`config.mk`:
```
export PLATFORM = sky130hd
export DESIGN_NAME = ep_bank_status
export DESIGN_NICKNAME = d
export VERILOG_FILES = /design/src/rtl/ep_status_pkg.sv /design/src/rtl/ep_cfg_check.sv /design/src/rtl/ep_sticky_flag.sv /design/src/rtl/ep_bank_ring.sv /design/src/rtl/ep_bank_status.sv
export SDC_FILE = /design/constraint.sdc
export NUM_CORES = 1
export LEC_CHECK = 0
export ABC_AREA = 1
export BUFFER_PORTS_ARGS = -buffer_cell sky130_fd_sc_hd__buf_2
export CAP_MARGIN = 20
export CELL_PAD_IN_SITES_DETAIL_PLACEMENT = 1
export CELL_PAD_IN_SITES_GLOBAL_PLACEMENT = 1
export CORE_ASPECT_RATIO = 0.7
export CORE_UTILIZATION = 37
export CTS_BUF_LIST = sky130_fd_sc_hd__clkbuf_8 sky130_fd_sc_hd__clkbuf_16
export DETAILED_ROUTE_END_ITERATION = 16
export PLACE_DENSITY_LB_ADDON = 0.2
export SYNTH_ARGS = -nofsm -noshare
export SYNTH_HDL_FRONTEND = slang
export SYNTH_SLANG_ARGS = --single-unit
```
`constraint.sdc`:
```
create_clock -name clk -period 5.83 [get_ports clk]
set_input_delay 0.2915 -clock clk [delete_from_list [all_inputs] [get_ports clk]]
set_output_delay 0.2915 -clock clk [all_outputs]
set_load 0.01 [all_outputs]
```
`src/rtl/ep_status_pkg.sv`:
```
package ep_status_pkg;
  localparam int STAT_W  = 8;
  localparam int CNT_W   = 2;
  localparam int BIT_OVF = 6;
  localparam int BIT_UNF = 5;
  localparam int FLAG_N  = 2;

  typedef struct packed {
    logic             cfg_ok;
    logic             ovf;
    logic             unf;
    logic             resv;
    logic [1:0]       tog;
    logic [CNT_W-1:0] busy;
  } ep_stat_t;
endpackage

```
`src/rtl/ep_cfg_check.sv`:
```
module ep_cfg_check #(
  parameter int SIZE_W     = 3,
  parameter int CNT_W      = 2,
  parameter int MIN_BYTES  = 8,
  parameter int FIFO_BYTES = 256,
  parameter int NBANK_MAX  = 2
) (
  input  logic [SIZE_W-1:0] size_code,
  input  logic [CNT_W-1:0]  bank_cnt,
  output logic              cfg_ok
);
  int unsigned need_bytes;

  always_comb begin
    need_bytes = (32'(MIN_BYTES) << size_code) * 32'(bank_cnt);
    cfg_ok = (bank_cnt != '0) && (32'(bank_cnt) <= 32'(NBANK_MAX)) &&
             (need_bytes <= 32'(FIFO_BYTES));
  end
endmodule

```
`src/rtl/ep_sticky_flag.sv`:
```
module ep_sticky_flag (
  input  logic clk,
  input  logic rst,
  input  logic hw_set,
  input  logic sw_clr,
  output logic q,
  output logic q_nxt
);
  // hardware set dominates a same-cycle software clear
  assign q_nxt = hw_set | (q & ~sw_clr);

  always_ff @(posedge clk) begin
    if (rst) q <= 1'b0;
    else     q <= q_nxt;
  end
endmodule

```
`src/rtl/ep_bank_ring.sv`:
```
module ep_bank_ring #(
  parameter int NBANK_MAX = 2,
  parameter int CNT_W     = 2
) (
  input  logic             clk,
  input  logic             rst,
  input  logic             clear,
  input  logic [CNT_W-1:0] nb,
  input  logic             push,
  input  logic             pop,
  input  logic             push_pid,
  output logic [CNT_W-1:0] busy_q,
  output logic [CNT_W-1:0] busy_nxt,
  output logic             head_pid_nxt
);
  localparam int PTR_W = (NBANK_MAX > 1) ? $clog2(NBANK_MAX) : 1;

  logic [PTR_W-1:0] wr_q, rd_q, wr_nxt, rd_nxt;
  logic             pid_mem [NBANK_MAX];

  function automatic logic [PTR_W-1:0] ring_step(input logic [PTR_W-1:0] p,
                                                 input logic [CNT_W-1:0] n);
    int unsigned nxt;
    nxt = 32'(p) + 32'd1;
    if (nxt >= 32'(n)) return '0;
    return PTR_W'(nxt);
  endfunction

  always_comb begin
    if (clear) begin
      busy_nxt = '0;
      wr_nxt   = '0;
      rd_nxt   = '0;
    end else begin
      busy_nxt = busy_q + CNT_W'(push) - CNT_W'(pop);
      wr_nxt   = push ? ring_step(wr_q, nb) : wr_q;
      rd_nxt   = pop  ? ring_step(rd_q, nb) : rd_q;
    end
  end

  always_ff @(posedge clk) begin
    if (rst) begin
      busy_q <= '0;
      wr_q   <= '0;
      rd_q   <= '0;
    end else begin
      busy_q <= busy_nxt;
      wr_q   <= wr_nxt;
      rd_q   <= rd_nxt;
    end
  end

  for (genvar gi = 0; gi < NBANK_MAX; gi++) begin : g_pid
    always_ff @(posedge clk) begin
      if (rst || clear)                          pid_mem[gi] <= 1'b0;
      else if (push && wr_q == PTR_W'(gi))       pid_mem[gi] <= push_pid;
    end
  end

  always_comb begin
    if (clear)                        head_pid_nxt = 1'b0;
    else if (push && wr_q == rd_nxt)  head_pid_nxt = push_pid;
    else                              head_pid_nxt = pid_mem[rd_nxt];
  end
endmodule

```
`src/rtl/ep_bank_status.sv`:
```
module ep_bank_status #(
  parameter int SIZE_W     = 3,
  parameter int MIN_BYTES  = 8,
  parameter int FIFO_BYTES = 256,
  parameter int NBANK_MAX  = 2
) (
  input  logic              clk,
  input  logic              rst,
  input  logic              ep_dir_in,
  input  logic              ep_iso,
  input  logic              alloc_stb,
  input  logic [SIZE_W-1:0] cfg_size_code,
  input  logic [1:0]        cfg_bank_cnt,
  input  logic              rx_pkt_stb,
  input  logic              rx_pid_data1,
  input  logic              cpu_fill_stb,
  input  logic              bank_release_stb,
  input  logic              in_token_stb,
  input  logic              tx_sent_stb,
  input  logic              tx_ack_stb,
  input  logic              ovf_irq_en,
  input  logic              unf_irq_en,
  input  logic              sw_wr_stb,
  input  logic [7:0]        sw_wr_data,
  output logic [7:0]        status,
  output logic              irq
);
  import ep_status_pkg::*;

  logic [CNT_W-1:0] nb_q, busy_q, busy_nxt;
  logic             cfg_ok_q, chk_ok, in_tog_q, in_tog_nxt, head_pid_nxt;
  logic             ev_ok, push_req, pop_req, has_room, has_data, push_ok, pop_ok;
  logic [FLAG_N-1:0] flg_set, flg_clr, flg_q, flg_nxt;
  ep_stat_t         stat_nxt, stat_q;
  logic             irq_nxt;

  ep_cfg_check #(
    .SIZE_W(SIZE_W), .CNT_W(CNT_W), .MIN_BYTES(MIN_BYTES),
    .FIFO_BYTES(FIFO_BYTES), .NBANK_MAX(NBANK_MAX)
  ) u_cfg (
    .size_code(cfg_size_code),
    .bank_cnt (cfg_bank_cnt),
    .cfg_ok   (chk_ok)
  );

  // events are dropped in the allocation cycle
  assign ev_ok    = ~alloc_stb;
  assign push_req = ep_dir_in ? cpu_fill_stb : rx_pkt_stb;
  assign pop_req  = ep_dir_in ? (ep_iso ? tx_sent_stb : tx_ack_stb) : bank_release_stb;
  assign has_room = busy_q < nb_q;
  assign has_data = busy_q != '0;
  assign push_ok  = ev_ok & push_req & has_room;
  assign pop_ok   = ev_ok & pop_req & has_data;

  ep_bank_ring #(.NBANK_MAX(NBANK_MAX), .CNT_W(CNT_W)) u_ring (
    .clk         (clk),
    .rst         (rst),
    .clear       (alloc_stb),
    .nb          (nb_q),
    .push        (push_ok),
    .pop         (pop_ok),
    .push_pid    (rx_pid_data1 & ~ep_dir_in),
    .busy_q      (busy_q),
    .busy_nxt    (busy_nxt),
    .head_pid_nxt(head_pid_nxt)
  );

  // index 1 = overflow, index 0 = underflow
  assign flg_set[1] = ev_ok & ~ep_dir_in & ep_iso & rx_pkt_stb & ~has_room;
  assign flg_set[0] = ev_ok &  ep_dir_in & ep_iso & in_token_stb & ~has_data;
  assign flg_clr[1] = sw_wr_stb & ~sw_wr_data[BIT_OVF];
  assign flg_clr[0] = sw_wr_stb & ~sw_wr_data[BIT_UNF];

  for (genvar gf = 0; gf < FLAG_N; gf++) begin : g_flag
    ep_sticky_flag u_flag (
      .clk   (clk),
      .rst   (rst),
      .hw_set(flg_set[gf]),
      .sw_clr(flg_clr[gf]),
      .q     (flg_q[gf]),
      .q_nxt (flg_nxt[gf])
    );
  end

  always_comb begin
    if (alloc_stb)                in_tog_nxt = 1'b0;
    else if (ep_dir_in && pop_ok) in_tog_nxt = ~in_tog_q;
    else                          in_tog_nxt = in_tog_q;
  end

  always_comb begin
    stat_nxt.cfg_ok = alloc_stb ? chk_ok : cfg_ok_q;
    stat_nxt.ovf    = flg_nxt[1];
    stat_nxt.unf    = flg_nxt[0];
    stat_nxt.resv   = 1'b0;
    stat_nxt.tog    = {1'b0, ep_dir_in ? in_tog_nxt : head_pid_nxt};
    stat_nxt.busy   = busy_nxt;
    irq_nxt = (flg_nxt[1] & ovf_irq_en) | (flg_nxt[0] & unf_irq_en);
  end

  always_ff @(posedge clk) begin
    if (rst) begin
      nb_q     <= '0;
      cfg_ok_q <= 1'b0;
      in_tog_q <= 1'b0;
      stat_q   <= '0;
      irq      <= 1'b0;
    end else begin
      if (alloc_stb) begin
        cfg_ok_q <= chk_ok;
        nb_q     <= chk_ok ? cfg_bank_cnt : '0;
      end
      in_tog_q <= in_tog_nxt;
      stat_q   <= stat_nxt;
      irq      <= irq_nxt;
    end
  end

  assign status = stat_q;
endmodule

```
==> flow_metrics.tcl <==
set metrics [dict create \
    core_um2 2920 \
    numCtsBuffers 3 \
    io_pins 37 \
    ir_drop_mv 0.103 \
    ant_nets 0 \
    cts_num_sinks 14 \
    synth_top_area_share_pct 20.1 \
    grt_max_degree 10 \
    hold_violations 0 \
    layout.nets 248 \
    drtIter0Drc 39 \
    dpl.hpwl_mm 2.59 \
    wl_per_cell_um 12.6 \
    r2r-end "u_ring.busy_q[1]$_SDFF_PP0_" \
    worstPathArrival_ps 2600 \
    fin_crit_sh_pct 41.3 \
    die_w_um 70.0 \
    fin_util_pct 48.0 \
    yosysMostFrequentCell "nand2_1" \
    yosysTopAreaCell "dfxtp_1" \
    cp-start-kind "input port" \
    synth-edff-count 2 \
    fin_crit_ps 2410 \
    status "finished, final reports clean" \
    leakage_nw 0.749 \
    regToRegSetupSlack_ps 3880 \
    gp_congestion 0.837 \
    fin_worst_skew_ps 0.823 \
    slowest_stage "fa_1" \
    finalMaxSlewViolations 0 \
    io_buffers 28 \
    ff2ff_path_depth 9 \
    initial_core_util_pct 40.9 \
    grt_pass1_vias 1175 \
    rows 16 \
    synth_commonest_cells "37 x nand2_1, 26 x inv_1, 24 x nor2_1, 16 x nand3_1, 12 x dfxtp_1" \
    finalNonFillerCells 244 \
    root_buffer "clkbuf_8" \
    grt_pass1_wl_mm 5.33 \
    syn_area_um2 1200 \
    path_cells "buf_2 -> inv_1 -> nor2_1 -> ha_1 -> fa_1 -> xor2_1 -> nor3_1 -> o21ai_0 -> o21ai_0 -> nand3_1 -> a21oi_1 -> nand3_1 -> nand2_1" \
    drt-total-wl_mm 3.07 \
    ys_seq_area_share_pct 25.1 \
    grt-ovfl-total 0 \
    worst-path-stages 13 \
    antenna_cells 0 \
    syn_avg_cell_area_um2 6.65 \
    fin_tns_setup_ps 0 \
    ys_warn_count 0 \
    viasPerCell 4.81 \
    power_w 0.000239 \
    syn_inst 180 \
    max_cap_viol_count 0 \
    end_kind "flip-flop" \
    holdCritPathClass "in -> reg" \
    die_y_um 49.6 \
    cts_resized 0 \
    setup_viol 0 \
    path_delay_family "adder cells" \
    clock_latency_ps 240 \
    clock.fmax_mhz 415 \
    crit_buf_inv 2 \
    synth.area.top_cells "dfxtp_1 20%, nand2_1 12%, ha_1 10%" \
    cts-hold-fix-buffers 0 \
    htree_levels 1 \
    startpoint "cfg_bank_cnt[1]" \
    vias 1174 \
    cpPeakStageDelay_ps 420 \
    drcViolationCount 0 \
    ctsLongestPathBuffers 2 \
    synth_ff_type "dfxtp_1" \
    fillers 412 \
    dieArea_um2 3470 \
    ys_seq_elements 14 \
    cts_tree "yes" \
    crit_end "nb_q[0]$_SDFFE_PP0P_" \
    whs_ps 260 \
    critPathMaxFanout 8 \
    path_class "in -> reg" \
    powerDensity_nw_per_um2 171 \
    rsz0062_at_grt "no" \
    crit_required_ps 6020 \
    first_pass_iters 4 \
    postCtsSetupRepairBufs 0 \
    numPlacedInstances 240 \
    areaGrowthSynthToFinish_pct 17.3 \
    synthArstFlopShare_pct 0 \
    grt_util_all_layers_pct 19.5 \
    antenna_found_initial 0 \
    r2r-start "nb_q[1]$_SDFFE_PP0P_" \
    synth_cell_types 28 \
    cts.clk_slew.worst_paths_ps 60 \
    drive_gt1_share_pct 21.6 \
]
==> cells by family (layout without fill, tap and decap cells) <==
logic type      count (synthesis)  count (layout)  share of synthesized area (%)
flops                          14              14                           25.1
simple gates                   96              96                           37.7
fa+ha+maj                      11              11                           12.1
xor+xnor                        5               5                           3.66
compound gates                 20              20                           9.21
buf+inv                        33              60                           11.9
other cells                     1               2                          0.314
==> worst min-delay path by stage <==
stage | end | depth (start not counted) | start | slack [ps]
finish | irq$_SDFF_PP0_ | 2 | ovf_irq_en | 260
global route | irq$_SDFF_PP0_ | 2 | ovf_irq_en | 260
CTS | irq$_SDFF_PP0_ | 2 | ovf_irq_en | 260
detailed placement | status[7]$_SDFFE_PP0P_ | 2 | status[7]$_SDFFE_PP0P_ | 440
global placement | status[7]$_SDFFE_PP0P_ | 2 | status[7]$_SDFFE_PP0P_ | 440
floorplan | status[2]$_SDFF_PP0_ | 1 | rst | 350
==> state kept, by name, indices dropped and copies added, names as in the netlist <==
register	flops
u_ring.rd_q	1
nb_q	2
u_ring.pid_mem	2
g_flag.u_flag.q	2
u_ring.busy_q	2
u_ring.wr_q	1
irq	1
in_tog_q	1
status	2
==> final cells by class <==
class                      instances  area (um2)  area share, %
sequential                        14         300           21.4
clock buffer                       4        55.1           3.93
multi-input combinational        134         757           54.0
tap                               36        45.0           3.21
inverter                          28         105           7.49
timing repair buffer              28         140           9.99
==> stage by stage <==
stage / cell area (um2) / setup slack [ps]
after floorplan: 1200 / 3800
after detailed placement: 1350 / 3200
after CTS: 1400 / 3460
after global placement: 1350 / 3320
after global routing: 1400 / 3160
final: 1400 / 3420
==> routing by layer <==
layer / share of wire (%) / track usage, %
met4: 0.33 / 3.00
met1: 52 / 26.2
met3: 3.9 / 4.91
met5: 0 / 0
met2: 43 / 32.1
==> power by group <==
group	leakage, nW	total [W]	internal [W]	switching, W
Sequential	0.119	0.000102	0.000101	0.00000137
Clock	0.0288	0.0000961	0.0000598	0.0000363
Combinational	0.600	0.0000414	0.0000154	0.0000260
==> placed cells by master (no fill, tap or decap), drive strengths merged, types with 2 or more instances in the layout <==
cell / instances
nor2: 27
nand3: 20
a21oi: 12
o21ai: 6
or2: 2
nor3: 2
inv: 27
edfxtp: 2
clkbuf: 4
conb: 2
ha: 10
nand2: 40
xor2: 3
xnor2: 2
nand4: 4
dfxtp: 12
buf: 28
(Power assumes the default switching activity.)
